==> src/rtl/revbus_pkg.sv <==
package revbus_pkg;

    localparam int CORE_W = 6;
    localparam int LO_W   = 4;

    typedef enum logic [2:0] {
        ACC_IDLE,
        ACC_REG_WRITE,
        ACC_REG_READ,
        ACC_ROM_WRITE,
        ACC_ROM_READ,
        ACC_OPEN_READ,
        ACC_DROP_WRITE
    } acc_kind_e;

    typedef enum logic [2:0] {
        CMD_NONE,
        CMD_STEP,
        CMD_SET_INV,
        CMD_STAGE,
        CMD_SET_MODE,
        CMD_LATCH
    } core_cmd_e;

    // mirror the order of a CORE_W-bit value
    function automatic logic [CORE_W-1:0] flip_bits(input logic [CORE_W-1:0] v);
        logic [CORE_W-1:0] r;
        for (int i = 0; i < CORE_W; i++) begin
            r[CORE_W-1-i] = v[i];
        end
        return r;
    endfunction

endpackage

==> src/rtl/revbus_decode.sv <==
module revbus_decode
    import revbus_pkg::*;
#(
    parameter int          ADDR_W    = 16,
    parameter logic [15:0] WIN_MASK  = 16'hE100,
    parameter logic [15:0] WIN_MATCH = 16'h4100
) (
    input  logic [ADDR_W-1:0] addr,
    input  logic              wr,
    input  logic              rd,
    output acc_kind_e         kind,
    output core_cmd_e         cmd
);

    logic in_window;
    logic upper_half;

    assign in_window  = ((addr & WIN_MASK) == WIN_MATCH);
    assign upper_half = addr[ADDR_W-1];

    // classify the access; a write wins over a read
    always_comb begin
        if (wr) begin
            if (in_window)       kind = ACC_REG_WRITE;
            else if (upper_half) kind = ACC_ROM_WRITE;
            else                 kind = ACC_DROP_WRITE;
        end else if (rd) begin
            if (in_window)       kind = ACC_REG_READ;
            else if (upper_half) kind = ACC_ROM_READ;
            else                 kind = ACC_OPEN_READ;
        end else begin
            kind = ACC_IDLE;
        end
    end

    // turn the class into a chip command
    always_comb begin
        unique case (kind)
            ACC_REG_WRITE: begin
                unique case (addr[1:0])
                    2'd0:    cmd = CMD_STEP;
                    2'd1:    cmd = CMD_SET_INV;
                    2'd2:    cmd = CMD_STAGE;
                    default: cmd = CMD_SET_MODE;
                endcase
            end
            ACC_ROM_WRITE: cmd = CMD_LATCH;
            default:       cmd = CMD_NONE;
        endcase
    end

endmodule

==> src/rtl/revbus_core.sv <==
module revbus_core
    import revbus_pkg::*;
#(
    parameter int W    = CORE_W,
    parameter int LO   = LO_W,
    localparam int HI  = W - LO
) (
    input  logic         clk,
    input  logic         rst_n,
    input  core_cmd_e    cmd,
    input  logic [W-1:0] din,
    output logic [W-1:0] acc_q,
    output logic         inv_q,
    output logic         inc_q,
    output logic [W-1:0] latch_q,
    output logic [W-1:0] view
);

    logic [LO-1:0] stage_q;
    logic [LO-1:0] acc_lo;
    logic [HI-1:0] acc_hi;
    logic [HI-1:0] hi_seen;

    assign acc_lo  = acc_q[LO-1:0];
    assign acc_hi  = acc_q[W-1:LO];
    assign hi_seen = acc_hi ^ {HI{inv_q}};
    assign view    = {hi_seen, acc_lo};

    always_ff @(posedge clk) begin
        if (!rst_n) begin
            acc_q   <= '0;
            stage_q <= '0;
            inv_q   <= 1'b0;
            inc_q   <= 1'b0;
            latch_q <= '0;
        end else begin
            unique case (cmd)
                CMD_STEP: begin
                    if (inc_q) acc_q[LO-1:0] <= acc_lo + 1'b1;
                    else       acc_q[LO-1:0] <= stage_q ^ {LO{inv_q}};
                end
                CMD_SET_INV:  inv_q <= din[0];
                CMD_STAGE: begin
                    acc_q[W-1:LO] <= din[W-1:LO];
                    stage_q       <= din[LO-1:0];
                end
                CMD_SET_MODE: inc_q   <= din[0];
                CMD_LATCH:    latch_q <= view;
                default: ;
            endcase
        end
    end

endmodule

==> src/rtl/revbus_ppu_route.sv <==
module revbus_ppu_route #(
    parameter int  PPU_W  = 14,
    parameter int  BANK_W = 2,
    localparam int OFS_W  = PPU_W - 1,
    localparam int CHR_W  = BANK_W + OFS_W
) (
    input  logic [PPU_W-1:0]  ppu_addr,
    input  logic              ppu_rd,
    input  logic              ppu_wr,
    input  logic [BANK_W-1:0] bank,
    input  logic              inv,
    output logic [CHR_W-1:0]  chr_addr,
    output logic              chr_oe,
    output logic              ciram_a10,
    output logic              ciram_ce,
    output logic              ciram_we
);

    logic table_hit;

    assign table_hit = ppu_addr[PPU_W-1];
    assign chr_addr  = {bank, ppu_addr[OFS_W-1:0]};

    always_comb begin
        chr_oe    = ppu_rd & ~table_hit;
        ciram_ce  = (ppu_rd | ppu_wr) & table_hit;
        ciram_we  = ppu_wr & table_hit;
        ciram_a10 = inv ? ppu_addr[10] : ppu_addr[11];
    end

endmodule

==> src/rtl/revbus_mapper.sv <==
module revbus_mapper
    import revbus_pkg::*;
#(
    parameter int  ADDR_W = 16,
    parameter int  DATA_W = 8,
    parameter int  PPU_W  = 14,
    parameter int  BANK_W = 2,
    localparam int PRG_W  = ADDR_W - 1,
    localparam int CHR_W  = BANK_W + PPU_W - 1
) (
    input  logic              clk,
    input  logic              rst_n,
    input  logic [ADDR_W-1:0] cpu_addr,
    input  logic [DATA_W-1:0] cpu_wdata,
    input  logic              cpu_wr,
    input  logic              cpu_rd,
    input  logic [DATA_W-1:0] cpu_open_bus,
    input  logic [DATA_W-1:0] prg_rom_data,
    output logic [DATA_W-1:0] cpu_rdata,
    output logic [PRG_W-1:0]  prg_addr,
    output logic              prg_oe,
    input  logic [PPU_W-1:0]  ppu_addr,
    input  logic              ppu_rd,
    input  logic              ppu_wr,
    output logic [CHR_W-1:0]  chr_addr,
    output logic              chr_oe,
    output logic              ciram_a10,
    output logic              ciram_ce,
    output logic              ciram_we
);

    acc_kind_e         kind;
    core_cmd_e         cmd;
    logic [CORE_W-1:0] chip_din;
    logic [CORE_W-1:0] core_reg;
    logic              core_inv;
    logic              core_inc;
    logic [CORE_W-1:0] core_latch;
    logic [CORE_W-1:0] core_view;

    revbus_decode #(
        .ADDR_W (ADDR_W)
    ) u_decode (
        .addr (cpu_addr),
        .wr   (cpu_wr),
        .rd   (cpu_rd),
        .kind (kind),
        .cmd  (cmd)
    );

    // the data lines arrive at the chip in reverse order
    assign chip_din = flip_bits(cpu_wdata[CORE_W-1:0]);

    revbus_core u_core (
        .clk     (clk),
        .rst_n   (rst_n),
        .cmd     (cmd),
        .din     (chip_din),
        .acc_q   (core_reg),
        .inv_q   (core_inv),
        .inc_q   (core_inc),
        .latch_q (core_latch),
        .view    (core_view)
    );

    revbus_ppu_route #(
        .PPU_W  (PPU_W),
        .BANK_W (BANK_W)
    ) u_ppu (
        .ppu_addr  (ppu_addr),
        .ppu_rd    (ppu_rd),
        .ppu_wr    (ppu_wr),
        .bank      (core_latch[BANK_W-1:0]),
        .inv       (core_inv),
        .chr_addr  (chr_addr),
        .chr_oe    (chr_oe),
        .ciram_a10 (ciram_a10),
        .ciram_ce  (ciram_ce),
        .ciram_we  (ciram_we)
    );

    assign prg_addr = cpu_addr[PRG_W-1:0];

    always_comb begin
        prg_oe    = 1'b0;
        cpu_rdata = cpu_open_bus;
        unique case (kind)
            ACC_REG_READ: cpu_rdata = {cpu_open_bus[DATA_W-1:CORE_W], flip_bits(core_view)};
            ACC_ROM_READ: begin
                prg_oe    = 1'b1;
                cpu_rdata = prg_rom_data;
            end
            default: ;
        endcase
    end

endmodule

==> config.mk <==
export PLATFORM = sky130hd
export DESIGN_NAME = revbus_mapper
export DESIGN_NICKNAME = d
export VERILOG_FILES = /design/src/rtl/revbus_pkg.sv /design/src/rtl/revbus_decode.sv /design/src/rtl/revbus_core.sv /design/src/rtl/revbus_ppu_route.sv /design/src/rtl/revbus_mapper.sv
export SDC_FILE = /design/constraint.sdc
export NUM_CORES = 1
export LEC_CHECK = 0
export ABC_CLOCK_PERIOD_IN_PS = 3100
export BUFFER_PORTS_ARGS = -buffer_cell sky130_fd_sc_hd__buf_2
export CAP_MARGIN = 20
export CORE_MARGIN = 8
export CORE_UTILIZATION = 42
export CTS_CLUSTER_DIAMETER = 50
export DETAILED_ROUTE_END_ITERATION = 8
export PLACE_DENSITY = 0.86
export SYNTH_ARGS = -nofsm -noshare
export SYNTH_HDL_FRONTEND = slang
export SYNTH_SLANG_ARGS = --single-unit
==> constraint.sdc <==
create_clock -name clk -period 3.1 [get_ports clk]
set_input_delay 0.155 -clock clk [delete_from_list [all_inputs] [get_ports clk]]
set_output_delay 0.155 -clock clk [all_outputs]
set_load 0.02 [all_outputs]
### Word level (Yosys, flattened, before mapping)

Cells that the tools add are included.

| operators by class | value |
|---|---|
| $lt $le $gt $ge | 0 |
| $mul | 0 |
| shift-type cells | 0 |
| eq/ne operators | 12 |
| divide/modulo/power cells | 0 |
| reductions and logical operators | 1 |
| add/subtract/negate cells | 1 |
| mux-type cells | 12 |
| bitwise logic cells | 7 |

Operators with widths:

| cell | number |
|---|---|
| one-hot mux 8 bit (2 select lines) | 1 |
| 2-to-1 mux 3 bit | 5 |
| == test 3 x 2 -> 1 bit (second input constant) | 4 |
| == test 3 bit (second input constant) | 3 |
| one-hot mux 3 bit (3 select lines) | 1 |
| == test 3 x 1 -> 1 bit (second input constant) | 2 |
| one-hot mux 3 bit (2 select lines) | 1 |
| adder 4 x 1 -> 4 bit (second input constant) | 1 |
| == test 4 x 3 -> 1 bit (second input constant) | 1 |
| 2-to-1 mux 4 bit | 1 |
| XOR 4 bit | 1 |
| AND 1 bit | 3 |
| 2-to-1 mux 1 bit | 3 |
| == test 2 x 1 -> 1 bit (second input constant) | 1 |
| == test 2 bit (second input constant) | 1 |
| zero test 2 bit | 1 |
| XOR 2 bit | 1 |
| NOT 1 bit | 1 |
| bitwise OR 1 bit | 1 |

| storage, ports and cells | value |
|---|---|
| memories kept | 0 |
| output and inout port bits | 43 |
| RAM bits | 0 |
| bits in registers | 14 |
| word-level logic and storage cells | 39 |
| input bits | 60 |
| bits in read-only memories | 0 |
| latch bits | 0 |

### Logic depth before layout (Yosys ltp)

| logic depth | value |
|---|---|
| depth in word-level cells | 7 |
| gate-level depth with buffers | 6 |
| mapped depth without buffers | 6 |

### By module

A second synthesis with hierarchy kept.

| second synthesis, totals | value |
|---|---|
| cells, all modules | 188 |
| area, all modules | 1594.0 µm² |

By module, submodules not included:

| module | times used | area an instance (µm²) | cells each | seq. area each (µm²) |
|---|---|---|---|---|
| revbus_core | 1 | 887.1 | 95 | 360.3 |
| revbus_mapper | 1 | 395.4 | 53 | 0.0 |
| revbus_decode | 1 | 163.9 | 21 | 0.0 |
| revbus_ppu_route | 1 | 147.6 | 19 | 0.0 |

### Worst setup path before layout

OpenSTA, ideal clock, no wires.

| timing | value |
|---|---|
| path kind | in2reg |
| from | input cpu_addr[0] |
| to | register u_core.inv_q |
| slack | 1579 ps |
| stages | 6 |
| path buffers | 0 |
| data required time | 2984 ps |
| arrival | 1405 ps |
| cells stage by stage | inv_1 ha_1 nand3b_2 or4b_1 mux2i_1 nor2b_1 |

| between the ends | value |
|---|---|
| longest elaborated chain between the ends | 4 |
| elaborated cells on any way between the ends | 6 |

Ends and longest elaborated chain:

| item | line | source |
|---|---|---|
| start, declared | revbus_mapper.sv:13 | `input logic [ADDR_W-1:0] cpu_addr,` |
| == test 2 bit (tied with other cells) | revbus_decode.sv:40 | `unique case (addr[1:0])` |
| one-hot mux 3 bit (3 select lines) (*) | revbus_decode.sv:40 |  |
| one-hot mux 3 bit (2 select lines) (*) | revbus_decode.sv:38 | `unique case (kind)` |
| == test 3 x 2 -> 1 bit (*) | revbus_core.sv:37 | `unique case (cmd)` |
| end signal, assigned | revbus_core.sv:42 | `CMD_SET_INV: inv_q <= din[0];` |
| end, declared | revbus_core.sv:13 | `output logic inv_q,` |

Every way passes the cells marked *; elsewhere a longest branch is shown, timed or not.
A chain may end at the register's enable or synchronous reset.

### Worst setup path after layout

| timing | value |
|---|---|
| from | register u_core.inv_q |
| to | output cpu_rdata[0] |

| between the ends | value |
|---|---|
| longest elaborated chain between the ends | 2 |

Ends and longest elaborated chain:

| item | line | source |
|---|---|---|
| XOR 2 bit | revbus_core.sv:26 | `assign hi_seen = acc_hi ^ {HI{inv_q}};` |
| one-hot mux 8 bit (2 select lines) | revbus_mapper.sv:87 | `unique case (kind)` |
| end, declared | revbus_mapper.sv:19 | `output logic [DATA_W-1:0] cpu_rdata,` |

No other way between the ends.

==> results.toml <==
[timing]
fin_crit_ns = 1.65
hold_viol = 0
slew_viol_final = 0
max-slew-margin-rel_pct = 69.4
period_share_pct = 53.2
tns_ns = 0
max_freq_ghz = 0.606
skew_ns = 0.00158
setup_viol = 0
rsz0062_at_grt = "no"
worst_pin_slew_ns = 0.456
whs_ns = 0.133

[drt]
viasPerCell = 5.07
avgRoutedWirePerCell_um = 14.0
detail-route-antenna-nets = 0
drtIter0Drc = 25
firstDrtPassIters = 4
vias = 1034
route.detailed.drc = 0
routed_wl_mm = 2.86

[place]
place_inst = 201
dp_hpwl_mm = 2.42
postPlaceCellArea_um2 = 1330
port_buffers = 58
gp_congestion = 0.761

[global_routing]
grt_pass1_vias = 1017
grt_max_degree = 18
grt_overflow_total = 0
grt_pass1_wl_mm = 4.61
grt.total_usage_pct = 10.9
antenna_found_initial = 0

[floorplanning]
coreArea_um2 = 2780
start_util_pct = 44.7
die_w_um = 70.4
ios = 103
die_h_um = 70.4
dieArea_um2 = 4960
num_rows = 19

[logic_synthesis]
ys_ff_latch = 14
synth.avg_cell_area_um2 = 8.52
synth_top_area_share_pct = 22.5
synthMuxAreaShare_pct = 12.4
yosysTopAreaCell = "dfxtp_1"
ys_seq_area_share_pct = 22.5
synth_compound_area_share_pct = 13.8
synth_top_family_by_area = "simple AND/OR/NAND/NOR gates"
synth.distinct_cells = 35
synthTopCellsByArea = "dfxtp_1, buf_4, mux2i_1"
synth_area_um2 = 1240
synth-simple-area-share_pct = 22.1
syn-num-nets = 210
yosys_warnings = 0
synthAdderAreaFrac_pct = 4.02
syn_inst = 146
synth_xor_area_share_pct = 4.23

[final_layout]
layout.nets = 239
num_antenna_cells = 0
fin_cells = 204
final_area_um2 = 1350
layout-drive-gt1-share_pct = 39.9
fillers = 281
syn_to_final_growth_pct = 8.85

[clocking]
cts-buffers-inserted = 3
clkLatencyLatePin_ns = 0.28
cts_resized = 0
cts_root_buffer = "clkbuf_4"
post_cts.repair.setup_buffers = 0
cts_sinks = 14
cts_tree = "built"
hold_buffers = 0
path_clk_slew_ns = 0.08
ctsLongestPathBuffers = 2
htreeDepth = 1

[worst_setup_path]
critPathLaunch = "u_core.inv_q"
r2r_cells = 5
end_kind = "output port"
cp_data_arrival_time_ns = 1.49
required_ns = 2.94
r2r_start = "u_core.acc_q[0]"
worstSetupStartpointType = "register"
r2r_end = "u_core.acc_q[1]"
reg2reg_slack_ns = 1.94
cp_max_fo = 8
worstSetupPathType = "reg2out"

[min_path]
hold_depth = 3
hold_end = "u_core.stage_q[2]"
hp-start = "cpu_wdata[3]"
min_path_type = "in2reg"

[power]
irDropWorstVdd_mv = 0.342
power_density_nw_per_um2 = 286
p_leak_nw = 0.642

[run]
cap_violations = 0

[outcome]
status = "completed"
-- through the flow --
step | utilization (%) | total power, mW | setup slack, ns
after detailed placement | 47.9 | 0.291 | 1.39
after CTS | 48.7 | 0.393 | 1.41
final | 48.7 | 0.387 | 1.45
after global placement | 47.9 | 0.290 | 1.39
after global routing | 48.7 | 0.409 | 1.34
after floorplan | - | 0.292 | 1.58
-- cell usage in the layout, fill, tap and decap left out, types with 4 or more instances in the layout --
cell type | Yosys | routed
mux2i_1 | 12 | 12
dfxtp_1 | 14 | 14
a22oi_1 | 6 | 6
nand2_1 | 15 | 15
inv_1 | 5 | 5
o21ai_1 | 8 | 8
nand2b_1 | 4 | 4
nor2b_1 | 11 | 11
buf_2 | 1 | 58
ha_1 | 4 | 4
-- worst max-delay path: stages, from the launching register on --
cell and delay (ns):
dfxtp_1 0.54, xor2_1 0.24, a22oi_1 0.09, o21ai_1 0.15
buf_2 0.19
-- worst max-delay path by stage --
stage / to / slack, ns
global placement: u_core.inv_q / 1.39
floorplan: u_core.inv_q / 1.58
global route: cpu_rdata[0] / 1.34
CTS: cpu_rdata[0] / 1.41
detailed placement: u_core.inv_q / 1.39
finish: cpu_rdata[0] / 1.45
-- power breakdown --
part	total (mW)	switching (mW)	internal, mW
logic	0.106	0.0599	0.0458
clock network	0.101	0.0558	0.0451
registers	0.180	0.000362	0.180
-- per-layer routing --
| layer | GRT usage, % | vias to the layer above | routed length (µm) |
|---|---|---|---|
| met3 | 5.37 | 12 | 334 |
| met5 | 0 | - | 0 |
| li1 | - | 525 | - |
| met4 | 5.13 | 0 | 72 |
| met2 | 18.2 | 42 | 1260 |
| met1 | 11.2 | 455 | 1190 |
-- cells in the mapped netlist (all sizes together) --
cell type and n:
buf 31, nand2 15, dfxtp 14, mux2i 12, nor2b 11, o21ai 10
a22oi 6, inv 5, ha 4, nand2b 4, clkbuf 3, mux2 3
nand3 3, nor2 3, xnor2 3, xor2 3, and4bb 2, o21a 2
a21boi 1, a21oi 1, a221oi 1, a31o 1, a32oi 1, and2 1
nand3b 1, nor3b 1, nor4b 1, o211a 1, o22ai 1, or4b 1
-- state kept, by name, summed over array words and instances (netlist names) --
register and count:
u_core.inv_q 1, u_core.stage_q 4, u_core.acc_q 6, u_core.inc_q 1, u_core.latch_q 2
-- area by class of cell --
| class | instances | area, µm² | area share, % |
|---|---|---|---|
| multi-input combinational | 93 | 703 | 51.9 |
| tap | 31 | 38.8 | 2.87 |
| sequential | 14 | 280 | 20.7 |
| clock buffer | 3 | 22.5 | 1.66 |
| inverter | 5 | 18.8 | 1.39 |
| timing repair buffer | 58 | 290 | 21.4 |
-- kinds of logic (layout without fill, tap and decap cells) --
kind of cell               after synthesis  in the layout
buffers and inverters                   39             66
AOI/OAI and AO/OA                       25             25
xor gates and xnor gates                 6              6
muxes                                   15             15
adders and majority gates                4              4
DFF                                     14             14
and+or+nand+nor                         43             43
Power figures use the tool's default switching activity.
